--- src/rtl/fbs_pkg.sv ---
package fbs_pkg;

  localparam int FL_AW = 24;

  localparam logic [7:0] OP_WREN  = 8'h06;
  localparam logic [7:0] OP_WRSR  = 8'h01;
  localparam logic [7:0] OP_RDSR  = 8'h05;
  localparam logic [7:0] OP_FREAD = 8'h0B;
  localparam logic [7:0] OP_PP    = 8'h02;
  localparam logic [7:0] OP_SE    = 8'h20;
  localparam logic [7:0] OP_CE    = 8'hC7;

  typedef enum logic [2:0] {
    SQ_PWREN, SQ_PWRSR, SQ_PPOLL, SQ_LOAD,
    SQ_IDLE,  SQ_HWREN, SQ_HOP,   SQ_HPOLL
  } seq_st_e;

  typedef enum logic [1:0] {PT_IDLE, PT_REQ, PT_WAIT} port_st_e;

  typedef struct packed {
    logic [7:0]       op;
    logic [FL_AW-1:0] addr;
    logic [7:0]       wdat;
    logic             cs;
  } fcmd_t;

endpackage

--- src/rtl/fbs_rst_sync.sv ---
module fbs_rst_sync (
  input  logic clk,
  input  logic arst_n,
  output logic srst_n
);
  logic [1:0] sync_q;

  always_ff @(posedge clk or negedge arst_n) begin
    if (!arst_n) sync_q <= 2'b00;
    else         sync_q <= {sync_q[0], 1'b1};
  end

  assign srst_n = sync_q[1];
endmodule

--- src/rtl/fbs_cmd_port.sv ---
module fbs_cmd_port
  import fbs_pkg::*;
#(
  parameter int LENW = 7
) (
  input  logic             clk,
  input  logic             rst_n,
  input  logic             go,
  input  fcmd_t            cmd_in,
  input  logic [LENW-1:0]  len_in,
  output logic             eng_req,
  output logic [7:0]       eng_op,
  output logic [FL_AW-1:0] eng_addr,
  output logic [7:0]       eng_wdat,
  output logic             eng_cs,
  output logic [LENW-1:0]  eng_len,
  input  logic             eng_gnt,
  input  logic             eng_rvalid,
  input  logic             rd_bit0,
  input  logic             eng_done,
  output logic             fin,
  output logic             busy
);
  port_st_e        pst_q, pst_d;
  fcmd_t           cmd_q;
  logic [LENW-1:0] len_q;
  logic            busy_q;
  logic [7:0]      prev_op_q;
  logic            load, accept, stat_en;

  assign load    = go && (pst_q == PT_IDLE);
  assign accept  = (pst_q == PT_REQ) && eng_gnt;
  assign stat_en = (pst_q == PT_WAIT) && eng_rvalid;

  always_comb begin
    pst_d = pst_q;
    case (pst_q)
      PT_IDLE: if (go)       pst_d = PT_REQ;
      PT_REQ:  if (eng_gnt)  pst_d = PT_WAIT;
      PT_WAIT: if (eng_done) pst_d = PT_IDLE;
      default:               pst_d = PT_IDLE;
    endcase
  end

  always_ff @(posedge clk or negedge rst_n) begin
    if (!rst_n) begin
      pst_q     <= PT_IDLE;
      cmd_q     <= '0;
      len_q     <= '0;
      busy_q    <= 1'b0;
      prev_op_q <= 8'h00;
    end else begin
      pst_q <= pst_d;
      if (load) begin
        cmd_q <= cmd_in;
        len_q <= len_in;
      end
      if (stat_en) busy_q    <= rd_bit0;
      if (accept)  prev_op_q <= cmd_q.op;
    end
  end

  assign eng_req  = (pst_q == PT_REQ);
  assign eng_op   = cmd_q.op;
  assign eng_addr = cmd_q.addr;
  assign eng_wdat = cmd_q.wdat;
  assign eng_cs   = cmd_q.cs;
  assign eng_len  = len_q;
  assign fin      = (pst_q == PT_WAIT) && eng_done;
  assign busy     = busy_q;

  AST_REQ_HOLD: assert property (@(posedge clk) disable iff (!rst_n)
    (eng_req && !eng_gnt) |=> (eng_req && $stable(eng_op) && $stable(eng_addr) && $stable(eng_cs)));
  AST_GO_WHEN_IDLE: assert property (@(posedge clk) disable iff (!rst_n)
    go |-> (pst_q == PT_IDLE));
  AST_WREN_FIRST: assert property (@(posedge clk) disable iff (!rst_n)
    (accept && (eng_op == OP_PP || eng_op == OP_SE || eng_op == OP_CE || eng_op == OP_WRSR))
      |-> (prev_op_q == OP_WREN));
endmodule

--- src/rtl/fbs_img_copy.sv ---
module fbs_img_copy #(
  parameter int IMG_LEN = 64,
  parameter int PMW     = 6,
  parameter int CW      = 7
) (
  input  logic           clk,
  input  logic           rst_n,
  input  logic           active,
  input  logic           rvalid,
  input  logic [7:0]     rdata,
  output logic           pm_we,
  output logic [PMW-1:0] pm_addr,
  output logic [7:0]     pm_wdata
);
  logic [CW-1:0]  cnt_q;
  logic           we_q;
  logic [PMW-1:0] addr_q;
  logic [7:0]     data_q;
  logic           take;

  assign take = active && rvalid && (cnt_q < CW'(IMG_LEN));

  always_ff @(posedge clk or negedge rst_n) begin
    if (!rst_n) begin
      cnt_q  <= '0;
      we_q   <= 1'b0;
      addr_q <= '0;
      data_q <= 8'h00;
    end else begin
      we_q <= take;
      if (take) begin
        cnt_q  <= cnt_q + 1'b1;
        addr_q <= cnt_q[PMW-1:0];
        data_q <= rdata;
      end
    end
  end

  assign pm_we    = we_q;
  assign pm_addr  = addr_q;
  assign pm_wdata = data_q;

  AST_PM_ONLY_LOAD: assert property (@(posedge clk) disable iff (!rst_n)
    pm_we |-> $past(active && rvalid));
  AST_NO_OVERRUN: assert property (@(posedge clk) disable iff (!rst_n)
    cnt_q <= CW'(IMG_LEN));
endmodule

--- src/rtl/flash_boot_seq.sv ---
module flash_boot_seq
  import fbs_pkg::*;
#(
  parameter int          IMG_LEN  = 64,
  parameter logic [23:0] IMG_BASE = 24'h010000,
  localparam int         LENW     = $clog2(IMG_LEN + 1),
  localparam int         PMW      = (IMG_LEN > 1) ? $clog2(IMG_LEN) : 1
) (
  input  logic            clk,
  input  logic            rst_n,
  output logic            eng_req,
  output logic [7:0]      eng_op,
  output logic [23:0]     eng_addr,
  output logic [7:0]      eng_wdat,
  output logic            eng_cs,
  output logic [LENW-1:0] eng_len,
  input  logic            eng_gnt,
  input  logic            eng_rvalid,
  input  logic [7:0]      eng_rdata,
  input  logic            eng_done,
  output logic            pm_we,
  output logic [PMW-1:0]  pm_addr,
  output logic [7:0]      pm_wdata,
  input  logic            host_req,
  input  logic [1:0]      host_kind,
  input  logic            host_cs,
  input  logic [23:0]     host_addr,
  output logic            host_rdy,
  output logic            host_done,
  output logic            cmd_ready,
  output logic            irq
);
  logic            srst_n;
  seq_st_e         st_q, st_d;
  logic            launch_q, launch_d;
  logic            init_q, init_d;
  logic            hdone_q, hdone_d;
  logic [1:0]      hk_q;
  logic            hc_q;
  logic [23:0]     ha_q;
  logic            take_host;
  logic            fin, busy;
  fcmd_t           cmd;
  logic [LENW-1:0] len;

  fbs_rst_sync u_rst (.clk(clk), .arst_n(rst_n), .srst_n(srst_n));

  assign take_host = (st_q == SQ_IDLE) && host_req;

  always_comb begin
    st_d = st_q;
    case (st_q)
      SQ_PWREN: if (fin)          st_d = SQ_PWRSR;
      SQ_PWRSR: if (fin)          st_d = SQ_PPOLL;
      SQ_PPOLL: if (fin && !busy) st_d = SQ_LOAD;
      SQ_LOAD:  if (fin)          st_d = SQ_IDLE;
      SQ_IDLE:  if (host_req)     st_d = SQ_HWREN;
      SQ_HWREN: if (fin)          st_d = SQ_HOP;
      SQ_HOP:   if (fin)          st_d = SQ_HPOLL;
      SQ_HPOLL: if (fin && !busy) st_d = SQ_IDLE;
      default:                    st_d = SQ_IDLE;
    endcase
    launch_d = (st_d != SQ_IDLE) && (fin || take_host);
    init_d   = init_q || ((st_q == SQ_LOAD) && fin);
    hdone_d  = (st_q == SQ_HPOLL) && fin && !busy;
  end

  always_comb begin
    cmd = '0;
    len = '0;
    case (st_q)
      SQ_PWREN: cmd.op = OP_WREN;
      SQ_PWRSR: begin cmd.op = OP_WRSR; cmd.wdat = 8'h00; end
      SQ_PPOLL: cmd.op = OP_RDSR;
      SQ_LOAD: begin
        cmd.op   = OP_FREAD;
        cmd.addr = IMG_BASE;
        len      = LENW'(IMG_LEN);
      end
      SQ_HWREN: begin cmd.op = OP_WREN; cmd.cs = hc_q; end
      SQ_HOP: begin
        cmd.cs = hc_q;
        if (hk_q[1])      cmd.op = OP_CE;
        else begin
          cmd.op   = hk_q[0] ? OP_SE : OP_PP;
          cmd.addr = ha_q;
        end
      end
      SQ_HPOLL: begin cmd.op = OP_RDSR; cmd.cs = hc_q; end
      default: cmd = '0;
    endcase
  end

  always_ff @(posedge clk or negedge srst_n) begin
    if (!srst_n) begin
      st_q     <= SQ_PWREN;
      launch_q <= 1'b1;
      init_q   <= 1'b0;
      hdone_q  <= 1'b0;
      hk_q     <= 2'b00;
      hc_q     <= 1'b0;
      ha_q     <= '0;
    end else begin
      st_q     <= st_d;
      launch_q <= launch_d;
      init_q   <= init_d;
      hdone_q  <= hdone_d;
      if (take_host) begin
        hk_q <= host_kind;
        hc_q <= host_cs;
        ha_q <= host_addr;
      end
    end
  end

  fbs_cmd_port #(.LENW(LENW)) u_port (
    .clk(clk), .rst_n(srst_n), .go(launch_q), .cmd_in(cmd), .len_in(len),
    .eng_req(eng_req), .eng_op(eng_op), .eng_addr(eng_addr), .eng_wdat(eng_wdat),
    .eng_cs(eng_cs), .eng_len(eng_len), .eng_gnt(eng_gnt), .eng_rvalid(eng_rvalid),
    .rd_bit0(eng_rdata[0]), .eng_done(eng_done), .fin(fin), .busy(busy)
  );

  fbs_img_copy #(.IMG_LEN(IMG_LEN), .PMW(PMW), .CW(LENW)) u_copy (
    .clk(clk), .rst_n(srst_n), .active(st_q == SQ_LOAD), .rvalid(eng_rvalid),
    .rdata(eng_rdata), .pm_we(pm_we), .pm_addr(pm_addr), .pm_wdata(pm_wdata)
  );

  assign host_rdy  = (st_q == SQ_IDLE);
  assign host_done = hdone_q;
  assign cmd_ready = init_q;
  assign irq       = ~init_q;

  AST_IRQ_STAYS_LOW: assert property (@(posedge clk) disable iff (!srst_n)
    !irq |=> !irq);
  AST_RDY_AFTER_INIT: assert property (@(posedge clk) disable iff (!srst_n)
    host_rdy |-> (cmd_ready && !irq));
  AST_BOOT_CS0: assert property (@(posedge clk) disable iff (!srst_n)
    (eng_req && eng_op == OP_FREAD) |-> !eng_cs);
  AST_DONE_PULSE: assert property (@(posedge clk) disable iff (!srst_n)
    host_done |=> !host_done);
endmodule

--- config.mk ---
export PLATFORM = sky130hd
export DESIGN_NAME = flash_boot_seq
export DESIGN_NICKNAME = d
export VERILOG_FILES = /design/src/rtl/fbs_pkg.sv /design/src/rtl/fbs_rst_sync.sv /design/src/rtl/fbs_cmd_port.sv /design/src/rtl/fbs_img_copy.sv /design/src/rtl/flash_boot_seq.sv
export SDC_FILE = /design/constraint.sdc
export NUM_CORES = 1
export LEC_CHECK = 0
export BUFFER_PORTS_ARGS = -buffer_cell sky130_fd_sc_hd__buf_2
export CORE_MARGIN = 3
export CORE_UTILIZATION = 45
export CTS_CLUSTER_DIAMETER = 30
export DETAILED_ROUTE_END_ITERATION = 7
export GPL_ROUTABILITY_DRIVEN = 0
export MAX_ROUTING_LAYER = met4
export PLACE_DENSITY = 0.78
export SLEW_MARGIN = 10
export SYNTH_ARGS = -nofsm -noshare
export SYNTH_HDL_FRONTEND = slang
export SYNTH_HIERARCHICAL = 1
export SYNTH_SLANG_ARGS = --single-unit
--- constraint.sdc ---
create_clock -name clk -period 9.9 [get_ports clk]
set_clock_uncertainty 0.15 [all_clocks]
set_input_delay 1.98 -clock clk [delete_from_list [all_inputs] [get_ports clk]]
set_output_delay 1.98 -clock clk [all_outputs]
set_load 0.02 [all_outputs]
== Yosys cells after proc, flatten, opt, wreduce, memory -nomap -nowiden ==
Cells that the tools add are included.

* Word-level logic and storage cells: 74
* Input bits: 41
* Flip-flop bits (word level): 100
* RAM bits: 0
* Output and inout bits: 68
* Memories kept: 0
* ROM bits: 0
* Latch bits: 0

* Add/sub/neg operators: 1
* Multipliers: 0
* Equal/unequal tests: 13
* Shift operators: 0
* Bitwise gates (word level): 1
* Muxes and demuxes: 20
* Reductions and logical operators: 20
* Div/mod/pow operators: 0
* $lt $le $gt $ge: 1

{| class="wikitable"
|+ Operator list
! operator !! number
|-
| $pmux W24 S2 || 1
|-
| $pmux W8 S5 || 1
|-
| $mux W24 || 1
|-
| $mux W3 || 8
|-
| $pmux W3 S8 || 1
|-
| $eq A3 B3 Y1 const B || 4
|-
| $logic_and A1 B1 Y1 || 11
|-
| $mux W8 || 1
|-
| $add A7 B1 Y7 const B || 1
|-
| $lt A7 B7 Y1 const B || 1
|-
| $mux W7 || 1
|-
| $eq A3 B2 Y1 const B || 2
|-
| $mux W2 || 3
|-
| $mux W6 || 1
|-
| $pmux W2 S3 || 1
|-
| $ne A2 B2 Y1 const B || 2
|-
| $reduce_or A2 Y1 || 2
|-
| $eq A3 B1 Y1 const B || 1
|-
| $logic_not A3 Y1 || 1
|-
| $ne A3 B3 Y1 const B || 1
|-
| $reduce_and A3 Y1 || 1
|-
| $reduce_or A3 Y1 || 1
|-
| $eq A2 B1 Y1 const B || 1
|-
| $eq A2 B2 Y1 const B || 1
|-
| 6 further kinds || 7
|}

== Logic depth before layout (Yosys ltp) ==
Gate-level depths: netlist (run 1).

* Depth in word-level cells: 7
* Mapped depth: 8
* Depth with buffers taken out: 6

== Modules after synthesis ==
Netlist (run 1), hierarchy kept.

{| class="wikitable"
|+ By module, submodules not included
! module !! times used !! area an instance (µm²) !! seq. area each (µm²) !! cells an instance
|-
| fbs_cmd_port || 1 || 1938.1 || 1276.2 || 113
|-
| flash_boot_seq || 1 || 1725.4 || 827.0 || 139
|-
| fbs_img_copy || 1 || 868.3 || 550.5 || 84
|-
| fbs_rst_sync || 1 || 53.8 || 50.0 || 3
|}

== Least setup slack after synthesis (run 1) ==
Ideal clock, no wire load.

* Kind: register to output
* Start point: register st_q[1]
* End point: output host_rdy
* Stages on the path, launching flop included: 4
* Setup slack: 6.796 ns
* Required time: 7.770 ns
* Data arrival time: 0.974 ns
* Cells stage by stage: dfrtp_1 > buf_6 > clkbuf_1 > nor2_1

* Longest elaborated chain between the ends: 1

{| class="wikitable"
|+ Ends and longest elaborated chain
! element !! line !! source
|-
| start, declared || flash_boot_seq.sv:34 || <nowiki>seq_st_e st_q, st_d;</nowiki>
|-
| start signal, assigned || flash_boot_seq.sv:104 || <nowiki>st_q <= st_d;</nowiki>
|-
| $eq A3 B3 Y1 || flash_boot_seq.sv:128 || <nowiki>assign host_rdy = (st_q == SQ_IDLE);</nowiki>
|-
| end, declared || flash_boot_seq.sv:28 || <nowiki>output logic host_rdy,</nowiki>
|}

No other way between the ends.

== Worst setup path after layout (run 1) ==
* Start point: register st_q[0]
* End point: output host_rdy

Same word-level chain as after synthesis.

==> results.yml, run 1 <==
synth:
  yosysMostFrequentCell: "dfrtp_1"
  synth_area_leaders: "dfrtp_1, mux2_2, mux2_4"
  syn-cell-area_sq_mm: 0.004586
  ys_warn_count: 6
  synth_seq_area_share_pct: 58.96
  ys_types: 44
  synth_seq_cells: 108
  synth_flop_cell: "dfrtp_1"
  syn_inst: 339
  syn_avg_cell_area_sq_um: 13.53
  synth-async-reset-ratio_pct: 100.0
  synthTopCellsByCount: "dfrtp_1, nand2_1, mux2_2"
  yosys.area.top_type: "dfrtp_1"
  netlist.area_leader.share_pct: 58.39
  synth_edf_count: 0
worst_hold_path:
  hold_class: "reg2async"
die:
  rows: 36
  start_util_pct: 46.70
  die-area_sq_mm: 0.01144
  die-height_um: 106.9
  coreArea_sq_mm: 0.009819
  die_w_um: 106.9
  io_pins: 109
routing:
  first_iter_violations: 132
  vias_per_cell: 4.782
  dr.max_layer_used: "met4"
  dr.pass1.iters: 4
  ant_nets: 0
  m1WireLength_um: 3975
  dr_wl_met2_um: 4436
  wl_per_cell_um: 14.79
  drc: 0
  via_count: 2850
  wl_um: 8816
  wl_met3_um: 277
finish:
  drive_gt1_share_pct: 41.90
  fillCellCount: 866
  synthToLayoutAreaGrowth_pct: 18.14
  final_cell_count_no_fill: 596
  final_core_util_pct: 55.17
  fin_area_sq_mm: 0.005418
  nets: 500
  n_antenna_cell: 0
global_route:
  grt_pass1_vias: 3046
  grt_overflow_total: 0
  grt_pass1_wl_um: 15050
  grtUsageTotal_pct: 17.23
  grt_max_degree: 73
  grt_antenna_before_repair: 0
setup_path:
  crit_required_ps: 7770
  worstSetupStartpointType: "flip-flop"
  worstReg2RegEnd: "u_copy/cnt_q[3]"
  r2r-start: "st_q[0]"
  critPathMaxFanout: 14
  ff2ff_setup_slack_ps: 7600
  ff2ff_path_depth: 6
  critPathLaunch: "st_q[0]"
  worstSetupEndpointType: "primary output"
  worstPathArrival_ps: 1480
  timing_worst_setup_path_type: "reg2out"
  endpoint: "host_rdy"
clocking:
  h-tree-depth: 3
  numClockSinks: 108
  clkSlewWorstSetupHoldPaths_ps: 90
  cts_made_buffers: 9
  cts_resized: 0
  cts_hold_buf: 0
  cts_tree: "yes"
  clk-insertion-delay-late_ps: 360
  clockRootBuffer: "clkbuf_8"
  clk_path_buf_depth: 2
  cts_setup_buffers: 0
placed_design:
  dp.final_hpwl_um: 6195
  post-place-ws_ps: 6560
  post-place-cells: 580
  port_buffers: 108
  placed_area_sq_mm: 0.005229
sta:
  max_freq_ghz: 0.2773
  fin_ws_ps: 6294
  final-setup-viol-count: 0
  tightest_slew_ps: 894.5
  slew_headroom_pct: 40.37
  post-route-min-period_ps: 3606
  fin_setup_tns_ps: 0
  rsz0062_at_grt: "false"
  hold_viol: 0
  finalCritPeriodShare_pct: 36.42
  hold_slack_ps: 129.8
  drv_slew: 0
power:
  p_clk_share_pct: 17.2
  power.internal_mw: 0.9437
  fin_total_pwr_mw: 1.466
  seqPwrFrac_pct: 47.9
  leakage_nw: 2.868
  ir_drop_uv: 108.7
  netSwitchingFraction_pct: 35.64
  powerDensity_mw_per_mm2: 270.6
  p_switching_mw: 0.5225
  p_comb_share_pct: 34.9
flow_run:
  drv_cap: 0
run_status:
  status: "completed"
==> cell families after synthesis <==
logic type	Yosys count	share of synthesized area, %
multiplexers	76	20.30
AO/OA/AOI/OAI	19	2.756
flip-flops	108	58.96
XOR/XNOR	5	0.9552
buffers and inverters	20	3.465
adder cells (fa/ha/maj)	1	0.2728
other	2	0.1638
AND/OR/NAND/NOR	108	13.12
==> metal layers <==
metal / GRT usage [%] / up-vias
met1: 22.65 / 1424
met5: - / -
met2: 27.34 / 56
li1: - / 1358
met4: 6.575 / 0
met3: 2.589 / 12
==> worst min-delay path by stage <==
stage,to,start,slack (ps),cells after the start
floorplan,u_rst/sync_q[1],u_rst/sync_q[0],180,0
global placement,u_copy/pm_we,u_rst/sync_q[1],140,0
detailed placement,u_copy/pm_we,u_rst/sync_q[1],140,0
CTS,u_copy/pm_we,u_rst/sync_q[1],160,0
global route,u_copy/pm_we,u_rst/sync_q[1],180,0
finish,u_copy/pm_we,u_rst/sync_q[1],130,0
==> area by class of cell <==
class / count / area, sq um / area share, %
Multi-Input combinational cell: 225 / 1782 / 32.89
Sequential cell: 108 / 2708 / 49.98
Inverter: 4 / 17.52 / 0.3233
Clock buffer: 13 / 168.9 / 3.118
Tap cell: 133 / 166.4 / 3.072
Clock inverter: 3 / 20.02 / 0.3695
Timing Repair Buffer: 110 / 555.5 / 10.25
==> sequential cells by signal, summed over array words and instances, names as in the netlist <==
register and flops:
ha_q 24, u_port/eng_addr 24, u_copy/pm_wdata 8, u_port/eng_op 8
u_port/eng_wdat 8, u_copy/cnt_q 7, u_port/eng_len 7, u_copy/pm_addr 6
st_q 3, hk_q 2, u_port/pst_q 2, u_rst/sync_q 2
cmd_ready 1, hc_q 1, host_done 1, launch_q 1
u_copy/pm_we 1, u_port/busy 1, u_port/eng_cs 1
==> cells in the final DEF (no fill, tap or decap), types with 4 or more instances in the layout <==
cell and count:
mux2_4 20, mux2_2 36, mux2_1 20, clkbuf_8 12, buf_2 108, and2_1 25, nand3_1 4, dfrtp_1 106
a21oi_1 5, nand2_1 49, conb_1 16, nor2_1 9
==> power groups by stage <==
stage | combinational [mW] | clock (mW) | sequential [mW]
floorplan | 0.309 | 0 | 0.773
global placement | 0.500 | 0 | 0.700
detailed placement | 0.519 | 0 | 0.712
CTS | 0.520 | 0.263 | 0.705
global route | 0.558 | 0.285 | 0.728
finish | 0.511 | 0.252 | 0.703
==> critical path, stage by stage (launching register included) <==
cell and delay, ps:
dfrtp_1 590, nand2b_4 280, nor2_1 60, buf_2 180
Note: power is estimated with default switching activity, not from simulation.
==> run 2: changes to the inputs <==
- PLACE_DENSITY: 0.78 -> 0.8
- clock period: 9.9 -> 2.91 ns (I/O delays scaled with it)
==> run 2 against run 1 <==
Power grew to 3.5 times the previous value. Setup slack got worse by 5600 ps. Register-to-register slack lost 6800 ps. Final cell count grew 0.67%. Critical path depth is the same. First-iteration DRC count is 33% lower. Sequential share of layout area decreased by 0.64 points. Wire length down 1.8%. Critical endpoint unchanged. Largest power group unchanged.
==> results.yml, run 2 (synthesized netlist as in run 1, its figures left out) <==
run_status:
  status: "completed"
die:
  die-height_um: 106.9
  die_w_um: 106.9
  coreArea_sq_mm: 0.009819
  die-area_sq_mm: 0.01144
  io_pins: 109
  start_util_pct: 46.70
  rows: 36
setup_path:
  critPathMaxFanout: 14
  worstSetupStartpointType: "flip-flop"
  endpoint: "host_rdy"
  crit_required_ps: 2180
  worstReg2RegEnd: "u_copy/cnt_q[3]"
  ff2ff_setup_slack_ps: 800
  critPathLaunch: "st_q[2]"
  ff2ff_path_depth: 6
  worstSetupEndpointType: "primary output"
  worstPathArrival_ps: 1470
  r2r-start: "st_q[0]"
  timing_worst_setup_path_type: "reg2out"
sta:
  fin_setup_tns_ps: 0
  post-route-min-period_ps: 2204
  tightest_slew_ps: 746.8
  final-setup-viol-count: 0
  hold_viol: 0
  slew_headroom_pct: 50.21
  drv_slew: 0
  max_freq_ghz: 0.4538
  fin_ws_ps: 706.5
  rsz0062_at_grt: "false"
  finalCritPeriodShare_pct: 75.72
finish:
  n_antenna_cell: 0
  drive_gt1_share_pct: 41.97
  nets: 504
  layout_common_cells: "buf_2, dfrtp_1, nand2_1"
  fillCellCount: 868
  synthToLayoutAreaGrowth_pct: 19.67
  final_core_util_pct: 55.89
  multi_input_area_sq_mm: 0.001782
  fin_area_sq_mm: 0.005488
  mostFrequentLayoutCell: "buf_2"
  final-seq-area_sq_mm: 0.002708
routing:
  first_iter_violations: 88
  drc: 0
  dr.pass1.iters: 4
  vias_per_cell: 4.787
  wl_um: 8658
  wl_per_cell_um: 14.43
  via_count: 2872
  ant_nets: 0
clocking:
  h-tree-depth: 3
  clk_path_buf_depth: 2
  clkSlewWorstSetupHoldPaths_ps: 90
  cts_resized: 0
  cts_made_buffers: 9
  cts_tree: "yes"
  cts_setup_buffers: 0
  clockRootBuffer: "clkbuf_8"
  cts_hold_buf: 1
  clk-insertion-delay-late_ps: 370
  numClockSinks: 108
global_route:
  grtUsageTotal_pct: 16.73
  grt_pass1_vias: 2948
  grt_pass1_wl_um: 14550
  grt_overflow_total: 0
  grt_antenna_before_repair: 0
  grt_max_degree: 60
worst_hold_path:
  hold_class: "reg2reg"
placed_design:
  placed_area_sq_mm: 0.005264
  port_buffers: 108
  dp.final_hpwl_um: 6219
  post-place-ws_ps: 794.8
power:
  leakage_nw: 2.907
  ir_drop_uv: 448.1
  powerDensity_mw_per_mm2: 930.5
flow_run:
  drv_cap: 0
[run 2: worst min-delay path by stage]
stage | from | end | cells after the start
2_1_floorplan | rst_n | u_rst/sync_q[0] | 0
3_3_place_gp | u_rst/sync_q[0] | u_rst/sync_q[1] | 0
3_5_place_dp | u_rst/sync_q[0] | u_rst/sync_q[1] | 0
4_1_cts | u_rst/sync_q[0] | u_rst/sync_q[1] | 0
5_1_grt | u_rst/sync_q[0] | u_rst/sync_q[1] | 0
6_report | u_rst/sync_q[0] | u_rst/sync_q[1] | 0
[run 2: report_power, final]
| part | internal [mW] | switching [mW] | leakage (nW) |
|---|---|---|---|
| logic | 0.838 | 0.898 | 1.41 |
| clock network | 0.491 | 0.492 | 0.108 |
| registers | 2.00 | 0.383 | 1.38 |
| total | 3.33 | 1.77 | 2.91 |
[run 2: critical path, cell delays in order, from the launching register on]
cell and delay, ps:
dfrtp_1 620, nand2b_4 160, nor2_1 140, buf_2 180
[run 2: layout make-up]
cell class / count / share of cell area [%]
multi-input combinational: 225 / 32.47
sequential: 108 / 49.34
clock inverter: 5 / 1.505
clock buffer: 11 / 2.394
tap: 133 / 3.032
inverter: 4 / 0.3192
timing repair buffer: 114 / 10.94
[run 2: per-stage QoR]
step / hold slack [ps] / instances / total power, mW
after detailed placement: 188.0 / 583 / 4.180
after global routing: 229.0 / 600 / 5.449
after floorplan: 136.4 / 353 / 3.679
after CTS: 218.5 / 600 / 5.181
after global placement: 188.3 / 583 / 4.106
final: 214.5 / 600 / 5.106
[run 2: layer usage]
layer | up-vias | wire length (um) | share of wire [%] | GRT usage (%)
met5 | - | 0 | 0 | -
met4 | 0 | 168 | 1.9 | 6.301
met3 | 16 | 274 | 3.2 | 2.769
met2 | 57 | 4379 | 51 | 27.11
met1 | 1424 | 3835 | 44 | 21.33
li1 | 1375 | - | - | -
==> run 3: changes to the inputs <==
- PLACE_DENSITY: 0.8 -> 0.78
- clock period: 2.91 -> 2.2 ns (I/O delays scaled with it)
==> run 3 against run 2 <==
Utilization is 0.57 points higher. Via count increased by 1.1%. Power increased by 32%. Wire length rose by 2.3%. Critical path type unchanged. Flip-flop and latch count stayed put. Final cell count is 0.67% higher. Non-clock buffer count increased by 4.
==> results.yml, run 3 (synthesized netlist as in run 1, its figures left out) <==
routing:
  ant_nets: 0
  dr.pass1.iters: 4
  first_iter_violations: 134
  via_count: 2905
  drc: 0
  vias_per_cell: 4.810
  wl_um: 8854
  wl_per_cell_um: 14.66
worst_hold_path:
  hold_start: "eng_rdata[7]"
  min_path_cells: 3
  whs_endpoint: "u_copy/pm_wdata[7]"
  hold_class: "in2reg"
sta:
  rsz0062_at_grt: "false"
  max_freq_ghz: 0.5068
  fin_ws_ps: 226.9
  drv_slew: 0
  hold_viol: 0
  fin_setup_tns_ps: 0
  final-setup-viol-count: 0
  post-route-min-period_ps: 1973
  finalCritPeriodShare_pct: 89.69
clocking:
  clk_path_buf_depth: 2
  cts_made_buffers: 9
  clk-insertion-delay-late_ps: 370
  h-tree-depth: 3
  clockRootBuffer: "clkbuf_8"
  cts_tree: "yes"
  cts_setup_buffers: 0
  numClockSinks: 108
  clkSlewWorstSetupHoldPaths_ps: 100
setup_path:
  ff2ff_path_depth: 6
  timing_worst_setup_path_type: "reg2out"
  r2r-start: "st_q[2]"
  ff2ff_setup_slack_ps: 340
  critPathMaxFanout: 13
  crit_required_ps: 1610
  worstSetupStartpointType: "flip-flop"
  worstSetupEndpointType: "primary output"
  worstReg2RegEnd: "u_copy/cnt_q[3]"
  worstPathArrival_ps: 1380
finish:
  layout_common_cells: "buf_2, dfrtp_1, nand2_1"
  final_cell_count_no_fill: 604
  nets: 508
  fin_area_sq_mm: 0.005544
  drive_gt1_share_pct: 42.68
  final_core_util_pct: 56.46
  n_antenna_cell: 0
  mostFrequentLayoutCell: "buf_2"
  synthToLayoutAreaGrowth_pct: 20.90
global_route:
  grtUsageTotal_pct: 17.12
  grt_pass1_vias: 3065
  grt_antenna_before_repair: 0
  grt_max_degree: 42
  grt_pass1_wl_um: 14860
  grt_overflow_total: 0
placed_design:
  post-place-cells: 587
  post-place-ws_ps: 331.6
  placed_area_sq_mm: 0.005331
  port_buffers: 108
  dp.final_hpwl_um: 6426
die:
  io_pins: 109
  start_util_pct: 46.70
  die_w_um: 106.9
  die-height_um: 106.9
  die-area_sq_mm: 0.01144
  coreArea_sq_mm: 0.009819
  rows: 36
power:
  ir_drop_uv: 564.8
  powerDensity_mw_per_mm2: 1215
  leakage_nw: 2.922
run_status:
  status: "completed"
flow_run:
  drv_cap: 0
==> run 3: how the worst max path moves through the flow <==
stage | startpoint | endpoint | slack (ps)
3_3_place_gp | st_q[2] | u_copy/cnt_q[3] | 420
5_1_grt | st_q[0] | host_rdy | 80
2_1_floorplan | u_rst/sync_q[1] | cmd_ready | 240
6_report | st_q[0] | host_rdy | 230
4_1_cts | st_q[0] | host_rdy | 190
3_5_place_dp | st_q[2] | u_copy/cnt_q[3] | 330
==> run 3: power by group <==
group	switching, mW	internal [mW]
sequential	0.433	2.65
clock	0.642	0.559
combinational	1.29	1.16
==> run 3: critical path, cell delays in order (launching register included) <==
cell	delay, ps
dfrtp_1	380
buf_4	170
nand2b_4	200
nor2_1	90
buf_2	180
==> run 3: area by class of cell <==
| cell class | instances | area [sq um] |
|---|---|---|
| sequential | 108 | 2708 |
| clock buffer | 11 | 141.4 |
| tap | 133 | 166.4 |
| inverter | 4 | 17.52 |
| fill | 864 | 4275 |
| timing repair buffer | 118 | 668.1 |
| clock inverter | 5 | 61.31 |
| multi-input combinational | 225 | 1782 |
==> run 3: metal layers <==
metal,share of wire [%],GRT usage (%),up-vias
met3,4.3,4.214,13
met1,44,21.21,1444
met5,0,-,-
met2,49,26.80,68
met4,2.3,7.671,0
li1,-,-,1380
==> run 3: repair_timing <==
| action | CTS | global route |
|---|---|---|
| resized for setup | 0 | 0 |
| hold buffers | 1 | 0 |
| hold endpoints to repair | 2 | 0 |
==> run 3: through the flow <==
step / hold WS, ps / total power, mW
floorplan: -5.591 / 4.867
global placement: 77.20 / 5.490
detailed placement: 76.42 / 5.613
CTS: 89.90 / 6.848
global route: 91.90 / 7.199
finish: 112.9 / 6.738
